--- src/rtl/stream_pkg.sv ---
// Shared definitions for the stream link.
// Assumes: one clock domain; one close bit appended above the payload.
package stream_pkg;

    // Transfer discipline chosen per link instance.
    typedef enum logic [1:0] {
        LINK_RENDEZVOUS = 2'd0,
        LINK_VALID_TAG  = 2'd1,
        LINK_BUFFERED   = 2'd2
    } link_mode_e;

endpackage

--- src/rtl/stream_tag_stage.sv ---
// Valid-tag stage: registers an offered word and shows it for one cycle.
// Assumes: the consumer captures in that cycle and gives no back-pressure.
module stream_tag_stage #(
    parameter int WORD_W = 9
) (
    input  logic              clk,
    input  logic              rst_n,
    input  logic              in_vld,
    input  logic [WORD_W-1:0] in_word,
    output logic              out_vld,
    output logic [WORD_W-1:0] out_word
);

    logic              tag_q;
    logic [WORD_W-1:0] word_q;

    // Tag register: high for exactly the cycle after each offer.
    always_ff @(posedge clk) begin
        if (!rst_n) tag_q <= 1'b0;
        else        tag_q <= in_vld;
    end

    // Word register: load only on an offer.
    always_ff @(posedge clk) begin
        if (!rst_n)      word_q <= '0;
        else if (in_vld) word_q <= in_word;
    end

    assign out_vld  = tag_q;
    assign out_word = word_q;

endmodule

--- src/rtl/stream_fifo.sv ---
// Buffered handshake store: a circular FIFO of DEPTH words.
// Assumes DEPTH >= 2. A pop on a full FIFO frees the slot for a
// push in the same cycle.
module stream_fifo #(
    parameter int WORD_W = 9,
    parameter int DEPTH  = 4
) (
    input  logic              clk,
    input  logic              rst_n,
    input  logic              in_vld,
    input  logic [WORD_W-1:0] in_word,
    output logic              in_rdy,
    input  logic              out_pop,
    output logic              out_vld,
    output logic [WORD_W-1:0] out_word
);

    localparam int AW = $clog2(DEPTH);
    localparam int CW = $clog2(DEPTH + 1);

    logic [WORD_W-1:0] slots [DEPTH];
    logic [AW-1:0]     wptr;
    logic [AW-1:0]     rptr;
    logic [CW-1:0]     fill;
    logic              full;
    logic              empty;
    logic              push;
    logic              pop;

    // Advance a slot index with wrap at DEPTH.
    function automatic logic [AW-1:0] bump(input logic [AW-1:0] p);
        return (p == AW'(DEPTH - 1)) ? '0 : p + 1'b1;
    endfunction

    // Status and transfer qualification.
    always_comb begin
        full   = (fill == CW'(DEPTH));
        empty  = (fill == '0);
        pop    = out_pop && !empty;
        in_rdy = !full || out_pop;
        push   = in_vld && in_rdy;
    end

    // Pointer and occupancy bookkeeping.
    always_ff @(posedge clk) begin
        if (!rst_n) begin
            wptr <= '0;
            rptr <= '0;
            fill <= '0;
        end else begin
            if (push) wptr <= bump(wptr);
            if (pop)  rptr <= bump(rptr);
            case ({push, pop})
                2'b10:   fill <= fill + 1'b1;
                2'b01:   fill <= fill - 1'b1;
                default: fill <= fill;
            endcase
        end
    end

    // Slot storage write.
    always_ff @(posedge clk) begin
        if (push) slots[wptr] <= in_word;
    end

    assign out_vld  = !empty;
    assign out_word = slots[rptr];

endmodule

--- src/rtl/stream_reader.sv ---
// Consumer end: splits payload and close bit, keeps the end-of-stream flag.
// Assumes take is high only in a cycle where a transfer happens.
module stream_reader #(
    parameter int DATA_W = 8
) (
    input  logic              clk,
    input  logic              rst_n,
    input  logic              ch_vld,
    input  logic [DATA_W:0]   ch_word,
    input  logic              take,
    output logic              rd_rdy,
    output logic [DATA_W-1:0] rd_data,
    output logic              rd_last,
    output logic              rd_eos
);

    logic eos_q;

    // Sticky flag: set by a transfer of a closing word, cleared by reset only.
    always_ff @(posedge clk) begin
        if (!rst_n)                    eos_q <= 1'b0;
        else if (take && ch_word[DATA_W]) eos_q <= 1'b1;
    end

    assign rd_rdy  = ch_vld;
    assign rd_data = ch_word[DATA_W-1:0];
    assign rd_last = ch_word[DATA_W];
    assign rd_eos  = eos_q;

endmodule

--- src/rtl/stream_link.sv ---
// Stream link top: producer end, mode-selected channel, consumer end.
// Assumes a single clock and synchronous active-low reset.
module stream_link
    import stream_pkg::*;
#(
    parameter link_mode_e MODE   = LINK_BUFFERED,
    parameter int         DATA_W = 8,
    parameter int         DEPTH  = 4
) (
    input  logic              clk,
    input  logic              rst_n,
    input  logic              wr_en,
    input  logic [DATA_W-1:0] wr_data,
    input  logic              wr_last,
    output logic              wr_rdy,
    input  logic              rd_en,
    output logic              rd_rdy,
    output logic [DATA_W-1:0] rd_data,
    output logic              rd_last,
    output logic              rd_eos
);

    localparam int WORD_W = DATA_W + 1;

    logic [WORD_W-1:0] in_word;
    logic              ch_vld;
    logic [WORD_W-1:0] ch_word;
    logic              take;

    assign in_word = {wr_last, wr_data};

    generate
        if (MODE == LINK_RENDEZVOUS) begin : g_rdv
            // Direct pass-through: the transfer needs both ends engaged.
            assign ch_vld  = wr_en;
            assign ch_word = in_word;
            assign wr_rdy  = rd_en;
            assign take    = wr_en && rd_en;
        end else if (MODE == LINK_VALID_TAG) begin : g_vtag
            logic rd_en_unused;
            assign rd_en_unused = rd_en;
            assign wr_rdy = 1'b1;
            stream_tag_stage #(.WORD_W(WORD_W)) u_tag (
                .clk      (clk),
                .rst_n    (rst_n),
                .in_vld   (wr_en),
                .in_word  (in_word),
                .out_vld  (ch_vld),
                .out_word (ch_word)
            );
            assign take = ch_vld;
        end else begin : g_buf
            stream_fifo #(.WORD_W(WORD_W), .DEPTH(DEPTH)) u_fifo (
                .clk      (clk),
                .rst_n    (rst_n),
                .in_vld   (wr_en),
                .in_word  (in_word),
                .in_rdy   (wr_rdy),
                .out_pop  (rd_en),
                .out_vld  (ch_vld),
                .out_word (ch_word)
            );
            assign take = ch_vld && rd_en;
        end
    endgenerate

    stream_reader #(.DATA_W(DATA_W)) u_reader (
        .clk     (clk),
        .rst_n   (rst_n),
        .ch_vld  (ch_vld),
        .ch_word (ch_word),
        .take    (take),
        .rd_rdy  (rd_rdy),
        .rd_data (rd_data),
        .rd_last (rd_last),
        .rd_eos  (rd_eos)
    );

endmodule

--- config.mk ---
export PLATFORM = sky130hd
export DESIGN_NAME = stream_link
export DESIGN_NICKNAME = d
export VERILOG_FILES = /design/src/rtl/stream_pkg.sv /design/src/rtl/stream_tag_stage.sv /design/src/rtl/stream_fifo.sv /design/src/rtl/stream_reader.sv /design/src/rtl/stream_link.sv
export SDC_FILE = /design/constraint.sdc
export NUM_CORES = 1
export LEC_CHECK = 0
export ABC_AREA = 1
export BUFFER_PORTS_ARGS = -buffer_cell sky130_fd_sc_hd__buf_2
export CAP_MARGIN = 20
export CORE_ASPECT_RATIO = 1.4
export CORE_MARGIN = 3
export CORE_UTILIZATION = 40
export CTS_BUF_LIST = sky130_fd_sc_hd__clkbuf_4 sky130_fd_sc_hd__clkbuf_8
export DETAILED_ROUTE_END_ITERATION = 6
export SLEW_MARGIN = 25
export SYNTH_ARGS = -nofsm -noshare
export SYNTH_HDL_FRONTEND = slang
export SYNTH_HIERARCHICAL = 1
export SYNTH_SLANG_ARGS = --single-unit
export TNS_END_PERCENT = 10
--- constraint.sdc ---
create_clock -name clk -period 4.21 [get_ports clk]
set_input_delay 0.6315 -clock clk [delete_from_list [all_inputs] [get_ports clk]]
set_output_delay 0.6315 -clock clk [all_outputs]
set_load 0.03 [all_outputs]
## Word-level counts from Yosys, hierarchy flattened

Memories as Yosys holds them, arrays and structs flattened. A register that Yosys moved wholly into a read port is not among the register bits.
Index checks and enable logic that the tools add are counted.

| storage, ports and cells | value |
|---|---|
| latch bits | 0 |
| memory bits (read-only) | 0 |
| input bits | 13 |
| memories | 1 |
| register bits | 8 |
| memory bits (writable) | 36 |

| operators by class | value |
|---|---|
| equal/unequal tests | 5 |
| order comparisons | 0 |
| multiplexer cells | 7 |
| shift operators | 0 |
| add/sub/neg operators | 4 |
| bitwise operators | 0 |
| reductions and logical operators | 8 |
| div/mod/pow operators | 0 |
| multipliers | 0 |

Memory list:

| name | depth | bits a word | read ports | clocked after Yosys merged registers in | write ports | line | source |
|---|---|---|---|---|---|---|---|
| g_buf.u_fifo.slots | 4 | 9 | 1 | 1 | 1 | stream_fifo.sv:21 | `logic [WORD_W-1:0] slots [DEPTH];` |

Operators by type and width:

| kind | number |
|---|---|
| 2-bit two-way mux | 4 |
| 2-bit equality test (second input constant) | 3 |
| 3-bit case mux with 2 select lines | 1 |
| 2-bit by 1-bit adder with 2-bit output (second input constant) | 2 |
| 3-bit by 1-bit adder with 3-bit output (second input constant) | 1 |
| 3-bit equality test (second input constant) | 1 |
| 1-bit logical AND | 3 |
| 3-bit logical NOT | 1 |
| 3-bit by 1-bit subtractor with 3-bit output (second input constant) | 1 |
| 2-bit by 1-bit equality test with 1-bit output (second input constant) | 1 |
| 1-bit logical NOT | 2 |
| 1-bit two-way mux | 2 |
| 2-bit nonzero test | 1 |
| 1-bit logical OR | 1 |

## Logic depth before layout (Yosys ltp)

| logic depth | value |
|---|---|
| depth in word-level cells | 6 |
| mapped depth | 13 |
| gate-level depth less buffers | 13 |

## Hierarchy

Netlist, hierarchy kept.

By module, submodules not included:

| module | area an instance (um^2) | instances | seq. area each (um^2) | cells each |
|---|---|---|---|---|
| stream_fifo | 1888.1 | 1 | 1261.2 | 154 |
| stream_reader | 115.1 | 1 | 20.0 | 15 |
| stream_link | 7.5 | 1 | 0.0 | 2 |

## Least setup slack after synthesis

No wires, ideal clock.

| timing | value |
|---|---|
| path type | input-to-reg |
| from | input port rd_en |
| to | register g_buf.u_fifo.fill[2] |
| path slack | 2.246 ns |
| arrival | 1.851 ns |
| stages | 12 |
| required time | 4.097 ns |
| setup time | 0.113 ns |
| cells stage by stage | nor2_2 nand2_4 nand2_4 ha_1 inv_1 fa_1 inv_1 nand2_1 nand3_1 nand2_1 nand2_1 nor2_1 |

| on the way | value |
|---|---|
| longest elaborated chain between the ends | 4 |

Ends and longest elaborated chain:

| element | line | source |
|---|---|---|
| start, declared | stream_link.sv:16 | `input logic rd_en,` |
| 1-bit logical OR * | stream_fifo.sv:40 | `in_rdy = !full \|\| out_pop;` |
| via wr_rdy | stream_link.sv:15 | `output logic wr_rdy,` |
| 1-bit logical AND * | stream_fifo.sv:41 | `push = in_vld && in_rdy;` |
| 2-bit by 1-bit equality test with 1-bit output or 2-bit equality test (tied branches) | stream_fifo.sv:53 | `case ({push, pop})` |
| 3-bit case mux with 2 select lines or 2-bit nonzero test (tied branches) | -- |  |
| end signal, assigned | stream_fifo.sv:54 | `2'b10: fill <= fill + 1'b1;` |
| end signal, assigned | stream_fifo.sv:55 | `2'b01: fill <= fill - 1'b1;` |
| end signal, assigned | stream_fifo.sv:56 | `default: fill <= fill;` |
| end, declared | stream_fifo.sv:24 | `logic [CW-1:0] fill;` |

The timed path passes the listed nets; every way through them passes the cells marked *.
A chain may end at the register's enable or synchronous reset.

==> flow_metrics.py <==
metrics = {
    "die": {
        "start_util": 0.430,
        "num_rows": 29,
        "coreArea_sq_um": 4680,
        "ioPinCount": 25,
        "fp.dieArea_sq_um": 5930,
        "die_w_microns": 65.9,
        "fp.dieH_microns": 89.9,
    },
    "critical_path": {
        "crit_fanout": 19,
        "worstPathRequired_ns": 3.58,
        "path_class": "flop to output port",
        "start_kind": "flop",
        "worstPathArrival_ns": 1.81,
        "cp-end-kind": "output port",
    },
    "logic_synthesis": {
        "syn_area_sq_um": 2010,
        "synth_cell_type_count": 23,
        "synthArstFlopShare": 0,
        "yosysTopAreaCell": "edfxtp_1",
        "synth.most_common_cell": "edfxtp_1",
        "syn_nets": 191,
        "synth_edf_count": 36,
        "postSynthCellCount": 171,
        "syn_avg_cell_area_sq_um": 11.8,
        "ys_seq_elements": 46,
        "ys_top_cells_by_count": "36 x edfxtp_1, 28 x nor2_1, 18 x o21ai_0, 16 x inv_1, 12 x nand2_1",
        "synth_top_area_frac": 0.538,
        "synth-seq-area-share": 0.637,
        "ys_warn_count": 6,
        "synth_ff_type": "edfxtp_1",
        "synth_area_leaders": "edfxtp_1 54%, dfxtp_1 10%, nor2_1 5.2%",
    },
    "sta": {
        "fmax_ghz": 0.410,
        "grt_setup_unrepaired": "no",
        "finalHoldViolCount": 0,
        "setup_ws_ns": 1.77,
        "slew_headroom": 0.375,
        "fin_crit_ns": 2.44,
        "clock_skew_ns": 0.0101,
        "whs_ns": 0.465,
        "finalSetupTns_ns": 0,
        "fin_crit_sh": 0.580,
        "drv_slew": 0,
        "tightest_slew_ns": 0.934,
        "setup_violations": 0,
    },
    "power_and_ir_drop": {
        "vdd_drop_max_uv": 303,
        "pwr-share-comb": 0.344,
        "total_leakage_power_nw": 0.857,
        "clkPwrFrac": 0.197,
        "p_seq_frac": 0.459,
        "p_sw_mw": 0.502,
        "power_density_nw_per_um2": 599,
        "power.internal_mw": 0.801,
        "switching_share": 0.385,
    },
    "clock_tree": {
        "cts_sinks": 46,
        "cts_tree": "done",
        "cts_resized": 0,
        "cts_root_buf": "clkbuf_8",
        "post_cts.repair.setup_buffers": 0,
        "clockBufferDepth": 2,
        "hold_buffers": 0,
        "cts_buffers": 5,
        "path_clk_slew_ns": 0.08,
        "cts_max_level": 2,
        "clock_latency_ns": 0.29,
    },
    "routing": {
        "drc": 0,
        "m1WireLength_microns": 1350,
        "ant_nets": 0,
        "routed.top_layer": "met4",
        "drtPass1Iterations": 4,
        "wl_per_cell_microns": 13.4,
        "drt_iter0_markers": 65,
        "met2_wirelength_microns": 1700,
        "met3WireLength_microns": 252,
        "avgViaCountPerCell": 4.81,
        "wirelength_microns": 3390,
        "vias": 1211,
    },
    "placed_design": {
        "dpl.hpwl_microns": 2350,
        "gp_congestion": 0.722,
        "place_ws_ns": 2.05,
        "portBuffers": 24,
    },
    "global_route": {
        "grt_max_degree": 20,
        "grt_pass1_vias": 1246,
        "grt-ovfl-total": 0,
        "grt_pass1_wl_microns": 5650,
        "grt_usage": 0.128,
        "antenna_found_initial": 0,
    },
    "flow_run": {
        "cap_violations": 0,
    },
    "final_layout": {
        "nets": 209,
        "final_layout_size_suffix_gt1_frac": 0.263,
        "area_delta_synth_final_pct": 8.28,
        "nFillCells": 441,
        "antenna_cells": 0,
    },
    "run_status": {
        "outcome": "finished, final reports clean",
    },
    "min_path": {
        "hold_class": "flop to flop",
    },
}
## path summary, 6_finish.rpt
kind / slack (ns) / from / cells after the start / to
setup / recovery: 1.77 / flop / 3 / rd_last
hold reg to reg: 0.46 / u_reader/rd_eos$_SDFFE_PN0P_ / 2 / u_reader/rd_eos$_SDFFE_PN0P_
setup reg to reg: 2.45 / g_buf.u_fifo/fill[1]$_SDFFE_PN0P_ / 13 / g_buf.u_fifo/fill[2]$_SDFFE_PN0P_
hold / removal: 0.46 / u_reader/rd_eos$_SDFFE_PN0P_ / 2 / u_reader/rd_eos$_SDFFE_PN0P_
## area by class of cell
| cell class | instances | area [sq um] | share of cell area |
|---|---|---|---|
| Timing Repair Buffer | 24 | 120 | 0.0552 |
| Inverter | 19 | 78.8 | 0.0362 |
| Multi-Input combinational cell | 93 | 533 | 0.245 |
| Tap cell | 62 | 77.6 | 0.0356 |
| Sequential cell | 46 | 1280 | 0.589 |
| Clock buffer | 6 | 76.3 | 0.0351 |
| Clock inverter | 2 | 10.0 | 0.00460 |
## flip-flops by register name, indices dropped and copies added (netlist names), named ones only
| signal | cells |
|---|---|
| g_buf.u_fifo/slots | 36 |
| g_buf.u_fifo/fill | 3 |
| g_buf.u_fifo/rptr | 2 |
| u_reader/rd_eos | 1 |
| g_buf.u_fifo/wptr | 2 |
## critical path, cell delays in order, from the launching register on
cell and delay (ns):
dfxtp_1 0.81, o21ai_0 0.19, o22ai_1 0.26, buf_2 0.25
## power groups by stage
stage	sequential (mW)	combinational, mW	clock (mW)
2_1_floorplan	0.586	0.441	0
3_3_place_gp	0.605	0.435	0
3_5_place_dp	0.609	0.451	0
4_1_cts	0.599	0.452	0.266
5_1_grt	0.607	0.497	0.285
6_report	0.598	0.449	0.256
## kinds of logic after synthesis
| logic type | synth area share |
|---|---|
| and+or+nand+nor | 0.124 |
| buffers and inverters | 0.0977 |
| adders and majority gates | 0.0473 |
| DFF | 0.637 |
| AOI/OAI and AO/OA | 0.0933 |
## layout by cell type (no fill, tap or decap), drive strengths merged, types with 3 or more instances in the layout
cell and count:
ha 6, nor2 36, a21oi 3, dfxtp 10, inv 19, o21ai 21, buf 24, edfxtp 36
o22ai 9, nand2 16, clkbuf 6
## metrics by stage
step | util | instance area [sq um] | power (mW) | std cells
2_1_floorplan | - | 2010 | 1.03 | 171
3_3_place_gp | 0.447 | 2090 | 1.04 | 244
6_report | 0.465 | 2180 | 1.30 | 252
5_1_grt | 0.465 | 2180 | 1.39 | 252
4_1_cts | 0.465 | 2180 | 1.32 | 252
3_5_place_dp | 0.447 | 2090 | 1.06 | 244
## layer usage
layer / global-route usage / vias up
met5: 0 / -
met4: 0.0606 / 0
met3: 0.0424 / 8
met2: 0.210 / 38
met1: 0.146 / 564
li1: - / 601
Note: power is estimated with default switching activity, not from simulation.
